`src/rtl/lscan_pkg.sv`:
```
package lscan_pkg;

    localparam int WORD_W = 16;
    localparam int PC_W   = 9;
    localparam int SCAN_W = 5;
    localparam int DATA_W = 8;
    localparam int NIB_W  = 4;
    localparam int NCOND  = 16;
    localparam int CSEL_W = $clog2(NCOND);
    localparam int BSEL_W = $clog2(DATA_W);

    typedef enum logic [2:0] {
        OP_BRA    = 3'b000,
        OP_NOP1   = 3'b001,
        OP_RAM    = 3'b010,
        OP_XFR    = 3'b011,
        OP_NOP4   = 3'b100,
        OP_SETCLR = 3'b101,
        OP_NOP6   = 3'b110,
        OP_BRB    = 3'b111
    } opcode_e;

    typedef enum logic {
        ST_BOOT = 1'b0,
        ST_RUN  = 1'b1
    } seq_state_e;

    localparam logic [DATA_W-1:0] SC_SCAN_INC = 8'h42;
    localparam logic [DATA_W-1:0] SC_SVC_BASE = 8'h10;
    localparam logic [NIB_W-1:0]  SRC_SCAN    = 4'h5;
    localparam logic [NIB_W-1:0]  SRC_RDATA   = 4'h6;
    localparam logic [NIB_W-1:0]  DST_RADDR   = 4'h4;
    localparam logic [NIB_W-1:0]  DST_WDATA   = 4'h7;

    typedef struct packed {
        logic              pulse_v;
        logic [DATA_W-1:0] pulse_code;
        logic              xfr_v;
        logic [NIB_W-1:0]  src;
        logic [NIB_W-1:0]  dst;
        logic              ram_v;
        logic              ram_wr;
        logic [NIB_W-1:0]  ram_hi;
        logic              br_a;
        logic              br_b;
        logic [CSEL_W-1:0] csel;
        logic [BSEL_W-1:0] bsel;
        logic [PC_W-1:0]   target;
    } ctl_t;

    function automatic logic [WORD_W-1:0] enc_bra(logic [3:0] sel, logic [8:0] tgt);
        return {tgt[8], OP_BRA, sel, tgt[7:0]};
    endfunction

    function automatic logic [WORD_W-1:0] enc_brb(logic [2:0] bit_sel, logic [8:0] tgt);
        return {tgt[8], OP_BRB, 1'b0, bit_sel, tgt[7:0]};
    endfunction

    function automatic logic [WORD_W-1:0] enc_setclr(logic [7:0] code);
        return {1'b0, OP_SETCLR, 4'h0, code};
    endfunction

    function automatic logic [WORD_W-1:0] enc_xfr(logic [3:0] src, logic [3:0] dst);
        return {1'b0, OP_XFR, 4'h0, src, dst};
    endfunction

    function automatic logic [WORD_W-1:0] enc_ram(logic wr, logic [3:0] hi);
        return {1'b0, OP_RAM, 3'b000, wr, 4'h0, hi};
    endfunction

endpackage

```
`src/rtl/lscan_rom.sv`:
```
module lscan_rom
    import lscan_pkg::*;
#(
    parameter int AW    = PC_W,
    parameter int NSVC  = 6,
    parameter int SBASE = 32
) (
    input  logic [AW-1:0]     addr_i,
    output logic [WORD_W-1:0] word_o
);

    localparam int SLOT  = 8;
    localparam int SLAST = SBASE + NSVC * SLOT;

    function automatic logic [WORD_W-1:0] loop_word(logic [3:0] a);
        logic [WORD_W-1:0] w;
        unique case (a)
            4'd0:    w = enc_setclr(SC_SCAN_INC);
            4'd1:    w = enc_xfr(SRC_SCAN, DST_RADDR);
            4'd2:    w = enc_ram(1'b0, 4'h0);
            4'd3:    w = enc_brb(3'd0, 9'(SBASE + 0 * SLOT));
            4'd4:    w = enc_brb(3'd1, 9'(SBASE + 1 * SLOT));
            4'd5:    w = enc_bra(4'd1, 9'(SBASE + 2 * SLOT));
            4'd6:    w = enc_bra(4'd2, 9'(SBASE + 3 * SLOT));
            4'd7:    w = enc_bra(4'd3, 9'(SBASE + 4 * SLOT));
            4'd8:    w = enc_bra(4'd4, 9'(SBASE + 5 * SLOT));
            default: w = enc_bra(4'd0, 9'd0);
        endcase
        return w;
    endfunction

    function automatic logic [WORD_W-1:0] svc_word(logic [2:0] k, logic [2:0] off);
        logic [WORD_W-1:0] w;
        unique case (off)
            3'd0:    w = enc_setclr(SC_SVC_BASE + {5'd0, k});
            3'd1:    w = enc_xfr(SRC_SCAN, DST_WDATA);
            3'd2:    w = enc_ram(1'b1, 4'h1);
            default: w = enc_bra(4'd0, 9'd0);
        endcase
        return w;
    endfunction

    logic [AW-1:0] rel;
    logic          in_loop;
    logic          in_svc;

    always_comb begin
        rel     = addr_i - AW'(SBASE);
        in_loop = (int'(addr_i) < 10);
        in_svc  = (int'(addr_i) >= SBASE) && (int'(addr_i) < SLAST);
        if (in_loop)
            word_o = loop_word(addr_i[3:0]);
        else if (in_svc)
            word_o = svc_word(rel[5:3], rel[2:0]);
        else
            word_o = enc_bra(4'd0, 9'd0);
    end

endmodule

```
`src/rtl/lscan_decode.sv`:
```
module lscan_decode
    import lscan_pkg::*;
(
    input  logic [WORD_W-1:0] word_i,
    output ctl_t              ctl_o
);

    opcode_e op;
    assign op = opcode_e'(word_i[14:12]);

    always_comb begin
        ctl_o        = '0;
        ctl_o.target = {word_i[15], word_i[7:0]};
        unique case (op)
            OP_BRA: begin
                ctl_o.br_a = 1'b1;
                ctl_o.csel = word_i[11:8];
            end
            OP_BRB: begin
                ctl_o.br_b = 1'b1;
                ctl_o.bsel = word_i[10:8];
            end
            OP_RAM: begin
                ctl_o.ram_v  = 1'b1;
                ctl_o.ram_wr = word_i[8];
                ctl_o.ram_hi = word_i[3:0];
            end
            OP_XFR: begin
                ctl_o.xfr_v = 1'b1;
                ctl_o.src   = word_i[7:4];
                ctl_o.dst   = word_i[3:0];
            end
            OP_SETCLR: begin
                ctl_o.pulse_v    = 1'b1;
                ctl_o.pulse_code = word_i[7:0];
            end
            OP_NOP1, OP_NOP4, OP_NOP6: begin
                ctl_o.pulse_v = 1'b0;
            end
        endcase
    end

endmodule

```
`src/rtl/lscan_condmux.sv`:
```
module lscan_condmux #(
    parameter int NC = 16,
    localparam int SW = $clog2(NC)
) (
    input  logic [NC-2:0] test_i,
    input  logic [SW-1:0] sel_i,
    output logic          cond_o
);

    logic [NC-1:0] pts;

    assign pts[0] = 1'b1;

    for (genvar g = 1; g < NC; g++) begin : g_pt
        assign pts[g] = test_i[g-1];
    end

    assign cond_o = pts[sel_i];

endmodule

```
`src/rtl/lscan_useq.sv`:
```
module lscan_useq
    import lscan_pkg::*;
#(
    parameter int P_PC_W   = PC_W,
    parameter int P_SCAN_W = SCAN_W,
    parameter int P_DATA_W = DATA_W,
    parameter int P_NCOND  = NCOND,
    localparam int AR_W    = NIB_W
) (
    input  logic                  clk,
    input  logic                  rst_n,
    input  logic [P_NCOND-2:0]    test_i,
    input  logic [P_DATA_W-1:0]   ram_rdata_i,
    output logic [P_PC_W-1:0]     pc_o,
    output logic [P_SCAN_W-1:0]   scan_o,
    output logic                  pulse_valid_o,
    output logic [P_DATA_W-1:0]   pulse_code_o,
    output logic                  ram_re_o,
    output logic                  ram_we_o,
    output logic [P_DATA_W-1:0]   ram_addr_o,
    output logic [P_DATA_W-1:0]   ram_wdata_o
);

    seq_state_e            state_q, state_d;
    logic [P_PC_W-1:0]     pc_q;
    logic [P_SCAN_W-1:0]   scan_q;
    logic [AR_W-1:0]       raddr_q;
    logic [P_DATA_W-1:0]   rdata_q;
    logic [P_DATA_W-1:0]   wdata_q;

    logic [WORD_W-1:0]     word;
    ctl_t                  ctl;
    logic                  cond_a;
    logic                  exec;
    logic                  take;
    logic [P_DATA_W-1:0]   xbus;

    lscan_rom #(.AW(P_PC_W)) u_rom (
        .addr_i (pc_q),
        .word_o (word)
    );

    lscan_decode u_dec (
        .word_i (word),
        .ctl_o  (ctl)
    );

    lscan_condmux #(.NC(P_NCOND)) u_cmux (
        .test_i (test_i),
        .sel_i  (ctl.csel),
        .cond_o (cond_a)
    );

    // state register
    always_ff @(posedge clk or negedge rst_n) begin
        if (!rst_n)
            state_q <= ST_BOOT;
        else
            state_q <= state_d;
    end

    always_comb begin
        unique case (state_q)
            ST_BOOT: state_d = ST_RUN;
            ST_RUN:  state_d = ST_RUN;
        endcase
    end

    // outputs and per-cycle control
    always_comb begin
        exec          = (state_q == ST_RUN);
        pulse_valid_o = exec && ctl.pulse_v;
        pulse_code_o  = pulse_valid_o ? ctl.pulse_code : '0;
        ram_re_o      = exec && ctl.ram_v && !ctl.ram_wr;
        ram_we_o      = exec && ctl.ram_v && ctl.ram_wr;
        ram_addr_o    = {ctl.ram_hi, raddr_q};
        ram_wdata_o   = wdata_q;
        take          = exec && ((ctl.br_a && cond_a) ||
                                 (ctl.br_b && rdata_q[ctl.bsel]));
    end

    always_comb begin
        case (ctl.src)
            SRC_SCAN:  xbus = {{(P_DATA_W-P_SCAN_W){1'b0}}, scan_q};
            SRC_RDATA: xbus = rdata_q;
            default:   xbus = '0;
        endcase
    end

    // datapath registers
    always_ff @(posedge clk or negedge rst_n) begin
        if (!rst_n) begin
            pc_q    <= '0;
            scan_q  <= '0;
            raddr_q <= '0;
            rdata_q <= '0;
            wdata_q <= '0;
        end else if (exec) begin
            pc_q <= take ? ctl.target : pc_q + 1'b1;
            if (ctl.pulse_v && ctl.pulse_code == SC_SCAN_INC)
                scan_q <= scan_q + 1'b1;
            if (ctl.xfr_v && ctl.dst == DST_RADDR)
                raddr_q <= xbus[AR_W-1:0];
            if (ctl.xfr_v && ctl.dst == DST_WDATA)
                wdata_q <= xbus;
            if (ctl.ram_v && !ctl.ram_wr)
                rdata_q <= ram_rdata_i;
        end
    end

    assign pc_o   = pc_q;
    assign scan_o = scan_q;

endmodule

```
`config.mk`:
```
export PLATFORM = sky130hd
export DESIGN_NAME = lscan_useq
export DESIGN_NICKNAME = d
export VERILOG_FILES = /design/src/rtl/lscan_pkg.sv /design/src/rtl/lscan_rom.sv /design/src/rtl/lscan_decode.sv /design/src/rtl/lscan_condmux.sv /design/src/rtl/lscan_useq.sv
export SDC_FILE = /design/constraint.sdc
export NUM_CORES = 1
export LEC_CHECK = 0
export BUFFER_PORTS_ARGS = -buffer_cell sky130_fd_sc_hd__buf_2
export CORE_AREA = 2 2 77 79
export DETAILED_ROUTE_END_ITERATION = 16
export DIE_AREA = 0 0 79 81
export GPL_TIMING_DRIVEN = 0
export PLACE_DENSITY = 0.79
export SLEW_MARGIN = 20
export SYNTH_ARGS = -nofsm -noshare
export SYNTH_HDL_FRONTEND = slang
export SYNTH_HIERARCHICAL = 1
export SYNTH_SLANG_ARGS = --single-unit
```
`constraint.sdc`:
```
create_clock -name clk -period 4.85 [get_ports clk]
set_input_delay 0.2425 -clock clk [delete_from_list [all_inputs] [get_ports clk]]
set_output_delay 0.2425 -clock clk [all_outputs]
set_load 0.03 [all_outputs]
```
Word level (Yosys, flattened, before mapping)

Memories as Yosys holds them, arrays and structs flattened.
Index checks and enable logic that the tools add are counted.

Register bits after elaboration: 35
Bits in read-only memories: 192
Logic and storage cells: 65
Memories kept: 1

Memories:

| memory           | depth | bits a word | read ports | clocked after Yosys merged registers in | write ports | RTL line        | RTL |
|---|---|---|---|---|---|---|---|
| (name not given) | 16    | 12          | 1          | 0                                       | 0           | lscan_rom.sv:17 | `unique case (a)` |

Add/sub/neg operators: 4
$lt $le $gt $ge: 5
Equal/unequal tests: 11
Mux-type cells: 18
Reduce and logical (&&, ||, !) cells: 20

Operators by type and width:

| kind                | count |
|---|---|
| $pmux 15 s3         | 1 |
| $mux 9              | 2 |
| $eq 4x3->1 const B  | 4 |
| $mux 16             | 1 |
| $mux 8              | 2 |
| $pmux 8 s2          | 1 |
| $mux 15             | 1 |
| $logic_and 1x1->1   | 12 |
| $add 9x1->9 const B | 1 |
| $eq 3x2->1 const B  | 3 |
| $ge 9x6->1 const B  | 1 |
| $lt 9x4->1 const B  | 1 |
| $lt 9x7->1 const B  | 1 |
| $eq 8x7->1 const B  | 1 |
| $reduce_and 2->1    | 4 |
| $add 5x3->6 const A | 1 |
| $eq 3x3->1 const B  | 2 |
| $logic_not 3->1     | 2 |
| $mux 6              | 1 |
| $sub 6x6->6 const B | 1 |
| $add 5x1->5 const B | 1 |
| $lt 4x5->1 const B  | 1 |
| $mux 1              | 5 |
| $bmux 1 s4          | 1 |
| 7 further kinds     | 7 |

Depth between registers and ports, before layout

Depth in word-level cells: 13
Depth in mapped cells: 17
Gate-level depth less buffers: 13

By module

Netlist, hierarchy kept.

By module, submodules not included:

| module        | instances | cells an instance | area each (µm²) | seq. area each (µm²) |
|---|---|---|---|---|
| lscan_useq    | 1         | 204               | 1845.5          | 875.8 |
| lscan_decode  | 1         | 51                | 530.5           | 0.0 |
| lscan_rom     | 1         | 66                | 451.7           | 0.0 |
| lscan_condmux | 1         | 12                | 128.9           | 0.0 |

Worst setup path after synthesis

Ideal clock, no wire load.

Path kind: reg2reg
Start point: reg pc_q[0] (netlist: pc_o[0])
End point: reg pc_q[5] (netlist: pc_o[5])
Arrival: 3.907 ns
Data required time: 4.763 ns
Slack: 0.856 ns
Cell stages (with the launch flop): 17
Cells stage by stage: dfrtp_1 inv_1 ha_1 clkbuf_1 nand2_1 nor2_1 a211o_2 buf_4 nor4b_2 mux4_1 o22ai_1 a31oi_1 nand2_1 o31a_1 buf_6 mux2_4 a211oi_2

RTL lines:

| element                  | RTL line         | RTL |
|---|---|---|
| start: declaration       | lscan_useq.sv:25 | `logic [P_PC_W-1:0] pc_q;` |
| start signal: assignment | lscan_useq.sv:99 | `pc_q <= take ? ctl.target : pc_q + 1'b1;` |

==> impl_metrics.yaml <==
grt:
  grt_max_degree: 36
  track_usage: 0.233
  grt_pass1_vias: 2505
  grt-ovfl-total: 0
  grt_antenna_before_repair: 0
  grt_pass1_wl_um: 11800
timing:
  hold_violations: 0
  tightestPinTransition_ns: 0.777
  min_period_ns: 4.31
  tns_ns: 0
  finalSetupViolCount: 0
  rsz0062_at_grt: "false"
  fmax_mhz: 232
  slew_headroom: 0.482
  final_max_slew_viol_count: 0
  fin_skew_ns: 0.00599
  min_period_over_period: 0.888
floorplan:
  coreArea_um2: 5680
  start_util: 0.521
  ios: 66
  die_w_um: 79
  die_area_um2: 6400
  fp.dieH_um: 81
  std_cell_rows: 28
clock_tree:
  path_clk_slew_ns: 0.07
  cts_hold_buf: 0
  insertion_delay_ns: 0.29
  cts_root_buf: "clkbuf_8"
  ctsResizeCount: 0
  post_cts_buffers: 0
  cts.path.max_buffers: 2
  cts_buffers: 5
  cts_tree: "built"
  htree_levels: 2
  clkSinkCount: 35
critical_path:
  cpMostUsedCell: "nand2_1"
  crit_required_ns: 5.05
  start_kind: "flip-flop"
  critPathTopFamily: "compound AO/OA/AOI/OAI gates"
  worstPathArrival_ns: 4.51
  worstPathCellList: "inv_1 -> ha_1 -> clkbuf_1 -> nand2_1 -> nor2_1 -> a211o_2 -> buf_4 -> nor4b_2 -> mux4_1 -> o22ai_1 -> a31oi_1 -> nand2_1 -> o31a_1 -> buf_6 -> mux2_4 -> a211oi_2"
  critical_path_buf_inv_count: 4
  slowest_stage: "mux4_1"
  cp_max_fo: 11
  reg2reg_slack_ns: 0.54
  path_class: "reg -> reg"
  critPathMaxStageDelay_ns: 0.63
  end_kind: "flip-flop"
finish:
  area_growth_pct: 18.1
  multiInputGateArea_um2: 1830
  drive_gt1_frac: 0.305
  layoutNonFillerInstCount: 482
  regArea_um2: 876
  fin_nets: 440
  final_cell_area_um2: 3490
  num-fill-cells: 511
  fin_util: 0.615
  antenna_cells: 0
synth:
  synth_most_common_cell: "nand2_1"
  synth_cell_types: 61
  ys_warn_count: 6
  synth-async-reset-ratio: 1.00
  synth_cells: 333
  synthTopCellsByCount: "nand2_1 (67), dfrtp_1 (35), nor2_1 (22)"
  synth_top_area_cell: "dfrtp_1"
  synthFlopType: "dfrtp_1"
  synth-seq-area-share: 0.296
  yosys.area.top_type_share: 0.296
  ys_seq_elements: 35
  netlist_area_um2: 2960
  synthTopCellsByArea: "dfrtp_1 (30%), nand2_1 (8.5%), and4b_1 (5.8%)"
  synth_edf_count: 0
  avgSynthCellArea_um2: 8.88
pwr:
  switching_share: 0.457
  seqPwrFrac: 0.291
  power.leakage_nw: 1.70
  combPwrFrac: 0.551
  powerDensity_nw_per_um2: 478
  vdd.ir_drop.worst_mv: 0.380
  intPower_uw: 907
  power_frac_clock: 0.158
  p_sw_uw: 762
drt:
  drcViolationCount: 0
  drtIter0Drc: 217
  dr.pass1.iters: 4
  wl_per_cell_um: 15.0
  totalWireLength_um: 7250
  viasPerCell: 5.71
  vias: 2750
  detail-route-antenna-nets: 0
placement:
  dp.cells: 474
  place_congestion: 0.890
  dpl-instance-area_um2: 3380
  portBuffers: 64
  dp_hpwl_um: 5580
hold_path:
  hold_class: "in -> async"
run:
  max-cap-violations: 0
outcome:
  status: "completed"
-- cell usage in the layout, fill, tap and decap left out, drive strengths merged, types with 2 or more instances in the layout --
cell and n:
conb 4, nand2 67, nand3 14, nor2b 6, o22ai 7, clkbuf 11, a221o 2, mux4 4
a21oi 5, nand2b 6, o31ai 2, ha 9, nor4 2, and3b 2, dfrtp 35, mux2i 4
nor2 22, and4 3, a211oi 2, o2111ai 2, nand4 3, a2bb2oi 2, o21ai 3, a22oi 6
inv 8, mux2 8, buf 88, clkinv 3, nand3b 3, xnor2 3, and4bb 3, and3 13
and4b 17, nor4bb 2, nor3 8, or4 4, and2 2, nor4b 5, or2 2, nor3b 4
-- power by group through the flow --
| stage | sequential (mW) | clock [mW] | combinational [mW] |
|---|---|---|---|
| after floorplan | 0.508 | 0 | 0.666 |
| after global placement | 0.485 | 0 | 0.884 |
| after detailed placement | 0.488 | 0 | 0.911 |
| after CTS | 0.483 | 0.269 | 0.912 |
| after global routing | 0.500 | 0.280 | 1.01 |
| final | 0.486 | 0.264 | 0.920 |
-- kinds of logic after synthesis --
group                    count (synthesis)  synth area share
XOR/XNOR                                 4            0.0119
AND/OR/NAND/NOR                        188             0.382
flip-flops                              35             0.296
multiplexers                            16            0.0783
buffers and inverters                   39            0.0863
AO/OA/AOI/OAI                           40             0.105
other                                    2           0.00254
adder cells (fa/ha/maj)                  9            0.0381
-- flip-flops by register name (all words and copies together) (netlist names) --
signal,flops
raddr_q,4
ram_wdata_o,8
scan_o,5
pc_o,9
exec,1
rdata_q,8
-- path summary, 6_finish.rpt --
path | start | to | cells after the start
max | pc_o[0] | pc_o[5] | 16
min | rst_n | pc_o[0] | 1
max reg2reg | pc_o[0] | pc_o[5] | 16
min reg2reg | ram_wdata_o[6] | ram_wdata_o[6] | 2
max in group asynchronous | rst_n | ram_wdata_o[0] | 1
min in group clk | ram_rdata_i[6] | rdata_q[6] | 3
-- area by class of cell --
cell class,instances,share of cell area
Buffer,30,0.0634
Clock buffer,5,0.0197
Clock inverter,3,0.0125
Inverter,9,0.00968
Multi-Input combinational cell,261,0.525
Sequential cell,35,0.251
Tap cell,75,0.0269
Timing Repair Buffer,64,0.0918
-- worst reg2reg max path: cells and delay by family (launching register included) --
| kind | cells | cell delay [ns] |
|---|---|---|
| buf+inv | 4 | 0.70 |
| fa+ha+maj | 1 | 0.23 |
| compound gates | 5 | 0.95 |
| simple gates | 4 | 0.86 |
| mux | 2 | 0.93 |
| flops | 1 | 0.56 |
-- per-stage QoR --
| stage | hold slack (ns) | setup WS [ns] | total power [mW] |
|---|---|---|---|
| detailed placement | 0.364 | 0.558 | 1.40 |
| finish | 0.0248 | 0.543 | 1.67 |
| CTS | 0.0506 | 0.528 | 1.66 |
| floorplan | -0.0531 | 0.856 | 1.17 |
| global placement | 0.355 | 0.642 | 1.37 |
| global route | 0.0845 | 0.248 | 1.79 |
-- metal layers --
metal	vias to the layer above	routed length, um	global-route usage
met1	1307	3150	0.306
li1	1337	-	-
met4	0	196	0.103
met3	17	372	0.0222
met5	-	0	0
met2	89	3530	0.394
No activity file was read; power rests on OpenSTA's default activity.
